File: src/rtl/si_dispatch_pkg.sv
package si_dispatch_pkg;

  typedef enum logic {
    ST_IDLE,
    ST_EMUL
  } dispState_t;

  // strobes from control to datapath
  typedef struct packed {
    logic latchTrap;
    logic wbFire;
    logic wbSecond;
  } ctrlStrobe_t;

endpackage

File: src/rtl/si_dispatch_ctrl.sv
module si_dispatch_ctrl
  import si_dispatch_pkg::*;
#(
  parameter int CNT_W     = 3,
  parameter int NUM_TYPES = 3,
  // required counts, index 0 = transform, 1 = repack, 2 = subtract
  parameter logic [NUM_TYPES*CNT_W-1:0] REQ_COUNTS = {3'd1, 3'd1, 3'd2},
  localparam int VAR_W = $clog2(NUM_TYPES + 2)
) (
  input  logic                       clk,
  input  logic                       rstN,
  input  logic                       issueValid,
  input  logic [NUM_TYPES*CNT_W-1:0] dpCounts,
  input  logic                       wbValid,
  input  logic                       wbTwo,
  output logic                       hwExec,
  output logic                       trapRaise,
  output logic [VAR_W-1:0]           variantIdx,
  output logic                       wbAck,
  output ctrlStrobe_t                strobe
);

  dispState_t       state;
  logic [NUM_TYPES-1:0] present;
  logic [NUM_TYPES-1:0] enough;
  logic             allEnough;
  logic [VAR_W-1:0] chainLen;
  logic [VAR_W-1:0] variantNext;
  logic             accept;

  for (genvar t = 0; t < NUM_TYPES; t++) begin : g_type
    assign present[t] = dpCounts[t*CNT_W +: CNT_W] != '0;
    assign enough[t]  = dpCounts[t*CNT_W +: CNT_W] >= REQ_COUNTS[t*CNT_W +: CNT_W];
  end

  assign allEnough = &enough;

  always_comb begin
    logic run;
    run      = 1'b1;
    chainLen = '0;
    for (int t = 0; t < NUM_TYPES; t++) begin
      if (run && present[t]) chainLen = chainLen + 1'b1;
      else                   run      = 1'b0;
    end
    variantNext = chainLen + 1'b1;
  end

  assign accept = issueValid && (state == ST_IDLE);

  always_comb begin
    strobe.latchTrap = accept && !allEnough;
    strobe.wbFire    = (state == ST_EMUL) && wbValid;
    strobe.wbSecond  = (state == ST_EMUL) && wbValid && wbTwo;
  end

  assign wbAck = strobe.wbFire;

  always_ff @(posedge clk) begin
    if (!rstN) begin
      state      <= ST_IDLE;
      hwExec     <= 1'b0;
      trapRaise  <= 1'b0;
      variantIdx <= '0;
    end else begin
      hwExec    <= accept && allEnough;
      trapRaise <= accept && !allEnough;
      if (accept) begin
        variantIdx <= allEnough ? '0 : variantNext;
        state      <= allEnough ? ST_IDLE : ST_EMUL;
      end else if (strobe.wbFire) begin
        state <= ST_IDLE;
      end
    end
  end


  exclusive_outcome_chk: assert property (@(posedge clk) disable iff (!rstN)
    !(hwExec && trapRaise));


  issue_resolves_chk: assert property (@(posedge clk) disable iff (!rstN)
    accept |=> (hwExec ^ trapRaise));


  variant_range_chk: assert property (@(posedge clk) disable iff (!rstN)
    trapRaise |-> (variantIdx != '0 && variantIdx <= VAR_W'(NUM_TYPES + 1)));


  pending_blocks_issue_chk: assert property (@(posedge clk) disable iff (!rstN)
    (state == ST_EMUL && !wbValid) |=> !hwExec && !trapRaise);

endmodule

File: src/rtl/si_dispatch_dp.sv
module si_dispatch_dp
  import si_dispatch_pkg::*;
#(
  parameter int DATA_W   = 32,
  parameter int IDX_W    = 5,
  parameter int OPC_LSB  = 24,
  parameter int OPC_W    = 5,
  parameter int DST0_LSB = 11,
  parameter int DST1_LSB = 6
) (
  input  logic              clk,
  input  logic              rstN,
  input  ctrlStrobe_t       strobe,
  input  logic [DATA_W-1:0] instrWord,
  input  logic [DATA_W-1:0] opA,
  input  logic [DATA_W-1:0] opB,
  input  logic [DATA_W-1:0] wbData0,
  input  logic [DATA_W-1:0] wbData1,
  output logic [DATA_W-1:0] opcodeOut,
  output logic [DATA_W-1:0] tmpOpA,
  output logic [DATA_W-1:0] tmpOpB,
  output logic              rfWe0,
  output logic [IDX_W-1:0]  rfWaddr0,
  output logic [DATA_W-1:0] rfWdata0,
  output logic              rfWe1,
  output logic [IDX_W-1:0]  rfWaddr1,
  output logic [DATA_W-1:0] rfWdata1
);

  logic [OPC_W-1:0] opcodeQ;
  logic [IDX_W-1:0] dst0Q;
  logic [IDX_W-1:0] dst1Q;

  always_ff @(posedge clk) begin
    if (!rstN) begin
      opcodeQ <= '0;
      tmpOpA  <= '0;
      tmpOpB  <= '0;
      dst0Q   <= '0;
      dst1Q   <= '0;
    end else if (strobe.latchTrap) begin
      opcodeQ <= instrWord[OPC_LSB +: OPC_W];
      tmpOpA  <= opA;
      tmpOpB  <= opB;
      dst0Q   <= instrWord[DST0_LSB +: IDX_W];
      dst1Q   <= instrWord[DST1_LSB +: IDX_W];
    end
  end

  assign opcodeOut = {{(DATA_W - OPC_W){1'b0}}, opcodeQ};
  assign rfWe0     = strobe.wbFire;
  assign rfWe1     = strobe.wbSecond;
  assign rfWaddr0  = dst0Q;
  assign rfWaddr1  = dst1Q;
  assign rfWdata0  = wbData0;
  assign rfWdata1  = wbData1;


  second_needs_first_chk: assert property (@(posedge clk) disable iff (!rstN)
    rfWe1 |-> rfWe0);


  operand_capture_chk: assert property (@(posedge clk) disable iff (!rstN)
    strobe.latchTrap |=> (tmpOpA == $past(opA) && tmpOpB == $past(opB)));


  operand_hold_chk: assert property (@(posedge clk) disable iff (!rstN)
    !strobe.latchTrap |=> ($stable(tmpOpA) && $stable(tmpOpB) && $stable(opcodeOut)));

endmodule

File: src/rtl/si_dispatch_unit.sv
module si_dispatch_unit
  import si_dispatch_pkg::*;
#(
  parameter int DATA_W    = 32,
  parameter int CNT_W     = 3,
  parameter int NUM_TYPES = 3,
  parameter int IDX_W     = 5,
  parameter logic [NUM_TYPES*CNT_W-1:0] REQ_COUNTS = {3'd1, 3'd1, 3'd2}
) (
  input  logic                              clk,
  input  logic                              rstN,
  input  logic                              issueValid,
  input  logic [DATA_W-1:0]                 instrWord,
  input  logic [DATA_W-1:0]                 opA,
  input  logic [DATA_W-1:0]                 opB,
  input  logic [NUM_TYPES*CNT_W-1:0]        dpCounts,
  input  logic                              wbValid,
  input  logic                              wbTwo,
  input  logic [DATA_W-1:0]                 wbData0,
  input  logic [DATA_W-1:0]                 wbData1,
  output logic                              hwExec,
  output logic                              trapRaise,
  output logic [$clog2(NUM_TYPES+2)-1:0]    variantIdx,
  output logic [DATA_W-1:0]                 opcodeOut,
  output logic [DATA_W-1:0]                 tmpOpA,
  output logic [DATA_W-1:0]                 tmpOpB,
  output logic                              wbAck,
  output logic                              rfWe0,
  output logic [IDX_W-1:0]                  rfWaddr0,
  output logic [DATA_W-1:0]                 rfWdata0,
  output logic                              rfWe1,
  output logic [IDX_W-1:0]                  rfWaddr1,
  output logic [DATA_W-1:0]                 rfWdata1
);

  ctrlStrobe_t strobe;

  si_dispatch_ctrl #(
    .CNT_W      (CNT_W),
    .NUM_TYPES  (NUM_TYPES),
    .REQ_COUNTS (REQ_COUNTS)
  ) ctrl_i (
    .clk        (clk),
    .rstN       (rstN),
    .issueValid (issueValid),
    .dpCounts   (dpCounts),
    .wbValid    (wbValid),
    .wbTwo      (wbTwo),
    .hwExec     (hwExec),
    .trapRaise  (trapRaise),
    .variantIdx (variantIdx),
    .wbAck      (wbAck),
    .strobe     (strobe)
  );

  si_dispatch_dp #(
    .DATA_W (DATA_W),
    .IDX_W  (IDX_W)
  ) dp_i (
    .clk       (clk),
    .rstN      (rstN),
    .strobe    (strobe),
    .instrWord (instrWord),
    .opA       (opA),
    .opB       (opB),
    .wbData0   (wbData0),
    .wbData1   (wbData1),
    .opcodeOut (opcodeOut),
    .tmpOpA    (tmpOpA),
    .tmpOpB    (tmpOpB),
    .rfWe0     (rfWe0),
    .rfWaddr0  (rfWaddr0),
    .rfWdata0  (rfWdata0),
    .rfWe1     (rfWe1),
    .rfWaddr1  (rfWaddr1),
    .rfWdata1  (rfWdata1)
  );

endmodule

File: config.mk
export PLATFORM = sky130hd
export DESIGN_NAME = si_dispatch_unit
export DESIGN_NICKNAME = d
export VERILOG_FILES = /design/src/rtl/si_dispatch_pkg.sv /design/src/rtl/si_dispatch_ctrl.sv /design/src/rtl/si_dispatch_dp.sv /design/src/rtl/si_dispatch_unit.sv
export SDC_FILE = /design/constraint.sdc
export NUM_CORES = 1
export LEC_CHECK = 0
export ABC_AREA = 1
export BUFFER_PORTS_ARGS = -buffer_cell sky130_fd_sc_hd__buf_2
export CAP_MARGIN = 10
export CORE_AREA = 3 3 134 136
export CTS_BUF_LIST = sky130_fd_sc_hd__clkbuf_4 sky130_fd_sc_hd__clkbuf_8
export CTS_CLUSTER_SIZE = 12
export DETAILED_ROUTE_END_ITERATION = 10
export DIE_AREA = 0 0 137 139
export PLACE_DENSITY = 0.67
export SETUP_SLACK_MARGIN = 0.15
export SLEW_MARGIN = 5
export SYNTH_ARGS = -nofsm -noshare
export SYNTH_HDL_FRONTEND = slang
export SYNTH_SLANG_ARGS = --single-unit
File: constraint.sdc
create_clock -name clk -period 1.25 [get_ports clk]
set_input_delay 0.1875 -clock clk [delete_from_list [all_inputs] [get_ports clk]]
set_output_delay 0.1875 -clock clk [all_outputs]
set_load 0.005 [all_outputs]
==> results of run 1 <==
-- repair_timing --
action,in CTS,in global routing
endpoints found under the setup margin,81,89
gates resized for setup,49,39
setup buffers,6,1
pin swaps,20,18
cloned,5,3
-- metal layers --
layer	part of all wire (%)	vias to the layer above	global-route usage (%)
li1	-	2145	-
met5	0	-	0
met3	8.2	41	3.37
met2	48	155	20.1
met4	3.2	0	6.41
met1	41	1902	13.7
-- cell usage after synthesis --
master	n	area, um^2
a21oi_1	79	395
ha_1	1	12.5
nand3_1	84	420
inv_1	91	342
buf_1	4	15.0
nand2_1	90	338
nor2_1	84	315
buf_6	11	124
buf_4	93	698
nor3_1	1	5.00
o21ai_0	2	10.0
dfxtp_1	85	1700
nand3_2	1	10.0
clkbuf_1	7	26.3
conb_1	1	3.75
nor2_4	1	11.3
buf_2	20	100
-- registers in the layout, indices dropped and copies added (netlist names) --
name	flops
ctrl_i.hwExec	1
ctrl_i.state	1
ctrl_i.trapRaise	1
ctrl_i.variantIdx	3
dp_i.opcodeQ	5
dp_i.rfWaddr0	5
dp_i.rfWaddr1	5
dp_i.tmpOpA	32
dp_i.tmpOpB	32
-- stage by stage --
step	setup TNS, ns	instances	total power, mW
finish	0	1008	6.75
global route	-0.608	1008	7.18
detailed placement	-7.21	977	4.44
floorplan	0	681	4.11
CTS	0	1004	6.78
global placement	-4.94	977	4.42
-- where the power goes --
part	leakage, nW	internal [mW]	switching (mW)
combinational	2.41	0.806	0.844
sequential	0.700	2.92	0.109
clock	0.100	1.05	1.03
-- worst max-delay path: cells and delay by family (launching register included) --
kind                   cells  cell delay [ns]
buffers and inverters      3             0.43
flip-flops                 1             0.37
AND/OR/NAND/NOR            4             0.34
-- cell families after synthesis --
kind of cell,Yosys count,share of synthesized area (%)
DFF,85,37.6
adders and majority gates,1,0.276
buffers and inverters,226,28.8
other,1,0.0828
AOI/OAI and AO/OA,81,8.95
and+or+nand+nor,261,24.3
-- how the worst min path moves through the flow --
stage / from / end / slack, ns / cells after the start
finish: rstN / dp_i.tmpOpB[12] / 0.11 / 3
global route: opB[28] / dp_i.tmpOpB[28] / 0.12 / 5
CTS: rstN / dp_i.tmpOpB[12] / 0.08 / 3
detailed placement: wbData0[0] / rfWdata0[0] / 0.38 / 0
global placement: wbData0[0] / rfWdata0[0] / 0.38 / 0
floorplan: rstN / ctrl_i.hwExec / 0.34 / 2
-- layout make-up --
class                   count  area, um^2
clock inverters             3        45.0
clock buffers              13         160
inverters                  91         344
fillers                  1856       11100
flip-flops and latches     85        1710
multi-input cells         370        1850
well taps                 225         282
repair buffers            221        1590
==> summary.md, run 1 <==
| Metric | Value |
|---|---|
| Synthesis-stage register bit count | `85` |
| Finished Cell Area | `5980 um^2` |
| Slowest CP cell | `dfxtp_4` |
| Starting Density | `26.5%` |
| Wire per inst | `12.1 um` |
| CP peak stage delay | `0.37 ns` |
| Critical path fanouts, max | `5` |
| Gp weighted congestion | `0.706` |
| Iter 0 DRT Violations | `143` |
| Worst setup SP type | `flop` |
| IO buf count | `179` |
| Die area | `19000 um^2` |
| Minimum clock period | `1.23 ns` |
| Most common cell after layout, fill and taps aside | `buf_2` |
| Crit path DAT | `1.50 ns` |
| CTS hold repair buffers | `0` |
| Mean Syn Cell Area | `6.91 um^2` |
| Worst Setup SP | `ctrl_i.state` |
| FP Rows | `48` |
| Remaining global-route overflow | `0` |
| Die Height | `139 um` |
| Routed WL | `12.2 mm` |
| R2R setup slack | `0.02 ns` |
| Mapped Area | `4530 um^2` |
| Dpl cell area | `5160 um^2` |
| CTS clk-pin slew, worst paths | `0.09 ns` |
| Fin nets | `953` |
| Worst R2R Path Depth | `7` |
| Max VDD drop | `0.421 mV` |
| Layout cells sized above 1 | `37.4%` |
| Num Clock Sinks | `85` |
| Cells after Synth | `655` |
| Vias in the first global route | `3763` |
| Initial antenna violation count | `0` |
| Clk_skew | `0.0134 ns` |
| Hpwl dp | `8.04 mm` |
| Max-Cap Viols | `0` |
| Min Hold Slack | `0.109 ns` |
| Finish-stage setup viols | `0` |
| Worst reg2reg startpoint | `ctrl_i.state` |
| Unrepaired setup endpoints after global routing | `yes` |
| CTS HTree Levels | `3` |
| Most frequent cells in the layout | `buf_2 (176), inv_1 (88), nand2_1 (83), dfxtp_1 (83), nor2_1 (82)` |
| Critical path capture point | `dp_i.tmpOpB[9]` |
| Vias | `4243` |
| Critical path class | `reg -> reg` |
| LEAKAGE | `3.21 nW` |
| Via density per instance | `4.21` |
| Hold crit path type | `in -> reg` |
| Worst r2r dst | `dp_i.tmpOpB[9]` |
| Post-route ant nets | `0` |
| Pwr dens | `1130 nW/um^2` |
| Worst-Skew Late Latency | `0.37 ns` |
| Fmax | `0.813 GHz` |
| TritonRoute pass-1 iters | `4` |
| Root buffer cell | `clkbuf_8` |
| Outcome | `complete, no violations` |
| Place WS | `-0.173 ns` |
| Yosys cell types | `17` |
| Area Growth Syn to Fin | `32.1%` |
| Clock buffers created by TritonCTS | `9` |
| Tcrit/Tclk final | `98.4%` |
| Post-route setup slack | `0.0201 ns` |
| # IOs | `352` |
| Pin count of the biggest net entering global routing | `74` |
| Required time of the critical path | `1.52 ns` |
| Cells along the critical path | `nor2_4 -> buf_12 -> buf_16 -> clkbuf_16 -> nand3_2 -> nand2_1 -> nor2_1` |
| Utilization after layout | `35.1%` |
| Max Root-Sink Buffers | `2` |
| Synth warn | `0` |
| All-layer global routing usage | `12.0%` |
| Core area | `17100 um^2` |
| Worst setup EP type | `flop` |
| First-pass GRT wire length | `18.4 mm` |
| Die Span X | `137 um` |
| Max Slew Vio Count | `0` |
| CTS tree | `done` |
| Seq/Total Area, Yosys | `37.6%` |
| DRC | `0` |
| ANT cells | `0` |
| Hold Violations, Final | `0` |
(Power assumes the default switching activity.)
==> run 2, diff against run 1 <==
Settings changed: CORE_AREA 3 3 134 136 to 10 10 130 132, CTS_CLUSTER_DIAMETER from default to 40, DIE_AREA 0 0 137 139 to 0 0 140 142, PLACE_DENSITY 0.67 to 0.76.
Clock period 1.25 ns to 1.4 ns, I/O delays scaled along.
==> run 2 against run 1 <==
- first-iteration DRC count rose by 35%
- global-route usage fell by 0.19 points
- clock skew rose by 0.0025 ns
- sequential share of layout area rose by 1.9 points
- worst setup slack improved by 0.16 ns
- utilization rose by 4.1 points
- via count fell by 3.7%
- non-clock buffer count fell by 12
- cell area fell by 6.2%
- clock power fell by 9%
- sequential cell count did not move
- routed wire length rose by 5.9%
==> summary.md, run 2 (same netlist as run 1, synthesis figures left out) <==
| Metric | Value |
|---|---|
| Outcome | `complete, no violations` |
| TritonRoute pass-1 iters | `4 (unchanged)` |
| Die Height | `142 um (+2.2%)` |
| Hold Violations, Final | `0 (unchanged)` |
| DRC | `0 (unchanged)` |
| CTS hold repair buffers | `0 (unchanged)` |
| Tcrit/Tclk final | `86.8% (-12 points)` |
| Worst-Skew Late Latency | `0.36 ns (about the same)` |
| Internal Power | `4.23 mW (-11%)` |
| Pin count of the biggest net entering global routing | `62 (-16%)` |
| Final TNS setup | `0 ns (unchanged)` |
| Combinational Power Share | `22.8% (-1.6 points)` |
| Die Span X | `140 um (+2.2%)` |
| Unrepaired setup endpoints after global routing | `yes` |
| Hold crit path type | `in -> reg` |
| Required time of the critical path | `1.65 ns (+0.13 ns)` |
| Clock buffers created by TritonCTS | `9 (unchanged)` |
| All-layer global routing usage | `11.8% (-0.19 points)` |
| Minimum clock period | `1.22 ns (-0.0148 ns)` |
| Routed WL | `13.0 mm (+5.9%)` |
| Fin nets | `941 (-1.3%)` |
| Post-route ant nets | `0 (unchanged)` |
| CTS clk-pin slew, worst paths | `0.09 ns (about the same)` |
| Finish-stage setup viols | `0 (unchanged)` |
| Hpwl dp | `9.36 mm (+16%)` |
| Place WS | `0.0482 ns (+0.221 ns)` |
| Via density per instance | `4.28 (+1.6%)` |
| IO buf count | `179 (unchanged)` |
| Max Root-Sink Buffers | `2 (unchanged)` |
| Vias | `4086 (-3.7%)` |
| Max VDD drop | `0.947 mV (+120%)` |
| Pwr dens | `1060 nW/um^2 (-6.3%)` |
| ANT cells | `0 (unchanged)` |
| LEAKAGE | `3.12 nW (-2.8%)` |
| Psw | `1.71 mW (-14%)` |
| Initial antenna violation count | `0 (unchanged)` |
| Max-Cap Viols | `0 (unchanged)` |
| FP Rows | `44 (-8.3%)` |
| # IOs | `352 (unchanged)` |
| Combined area of the multi-input logic cells | `1720 um^2 (-7.3%)` |
| Core area | `14300 um^2 (-16%)` |
| Critical path class | `reg -> reg` |
| Area Growth Syn to Fin | `23.9%` |
| Worst setup SP type | `flop` |
| Remaining global-route overflow | `0 (unchanged)` |
| First-pass GRT wire length | `19.3 mm (+5.1%)` |
| Max Slew Vio Count | `0 (unchanged)` |
| Switching Fraction | `28.7% (-0.56 points)` |
| Clk_skew | `0.0159 ns (+0.00251 ns)` |
| Num Clock Sinks | `85 (unchanged)` |
| Critical path fanouts, max | `7 (+2)` |
| Gp weighted congestion | `0.710 (+0.54%)` |
| Fillers | `1516 (-18%)` |
| CTS HTree Levels | `3 (unchanged)` |
| Root buffer cell | `clkbuf_8` |
| Worst setup EP type | `flop` |
| Most frequent cells in the layout | `buf_2 (179), inv_1 (91), nand2_1 (89)` |
| Die area | `19900 um^2 (+4.4%)` |
| Most common cell after layout, fill and taps aside | `buf_2` |
| Top flop regs | `dp_i.tmpOpA: 32 flops, dp_i.tmpOpB: 32 flops` |
| Register area | `1710 um^2 (about the same)` |
| Sequential power share | `45.5% (+0.6 points)` |
| Crit path DAT | `1.47 ns (-0.03 ns)` |
| Fmax | `0.823 GHz (+1.2%)` |
| Clk pwr share | `31.7% (+1.0 points)` |
| CTS tree | `done` |
| Post-route setup slack | `0.185 ns (+0.165 ns)` |
| Vias in the first global route | `3769 (+0.16%)` |
| Layout cells sized above 1 | `32.2% (-5.3 points)` |
| Iter 0 DRT Violations | `193 (+35%)` |
| Starting Density | `31.6% (+5.1 points)` |
| Wire per inst | `13.6 um (+12%)` |
==> run 2: stage by stage <==
stage / instances / area (um^2) / util (%) / hold WS (ns) / total power, mW
floorplan: 681 / 4630 / - / 0.366 / 3.67
global placement: 928 / 5050 / 35.3 / 0.420 / 3.94
detailed placement: 928 / 5050 / 35.3 / 0.420 / 3.96
CTS: 945 / 5290 / 37.0 / 0.121 / 5.90
global route: 955 / 5610 / 39.2 / 0.137 / 6.33
finish: 955 / 5610 / 39.2 / 0.150 / 5.94
==> run 2: layer usage <==
layer	vias to the layer above	global-route usage [%]	part of all wire (%)
met3	36	5.07	7.7
met4	0	5.54	2.9
li1	2118	-	-
met2	153	19.1	49
met5	-	0	0
met1	1779	13.2	41
==> run 2: final cells by class <==
class | count | area share (%)
multi-input combinational | 370 | 30.6
tap | 184 | 4.10
inverter | 91 | 6.09
clock inverter | 4 | 0.937
timing repair buffer | 209 | 24.9
clock buffer | 12 | 2.94
sequential | 85 | 30.4
==> run 2: power groups by stage <==
stage | combinational, mW | clock [mW] | sequential [mW]
final | 1.35 | 1.88 | 2.70
after detailed placement | 1.21 | 0 | 2.75
after global placement | 1.19 | 0 | 2.75
after global routing | 1.52 | 2.09 | 2.72
after floorplan | 0.896 | 0 | 2.77
after CTS | 1.22 | 1.99 | 2.70
==> run 2: path summary, 6_finish.rpt <==
kind / startpoint / end / slack, ns / cells after the start
max: ctrl_i.state / dp_i.rfWaddr0[2] / 0.18 / 7
min: opB[28] / dp_i.tmpOpB[28] / 0.15 / 5
max reg2reg: ctrl_i.state / dp_i.rfWaddr0[2] / 0.18 / 7
min reg2reg: dp_i.tmpOpA[25] / dp_i.tmpOpA[25] / 0.48 / 2
==> run 2: repair_timing <==
action,4_1_cts,5_1_grt
gates cloned,0,8
pin swaps,0,2
resized for setup,5,25
buffers inserted,1,2
setup endpoints to repair,11,79
==> run 2: worst max-delay path, stage by stage, from the launching register on <==
cell	delay, ns
dfxtp_4	0.37
nor2_4	0.10
buf_12	0.14
clkbuf_16	0.17
clkbuf_16	0.15
nand3_2	0.07
nand2_1	0.07
nor2_1	0.04
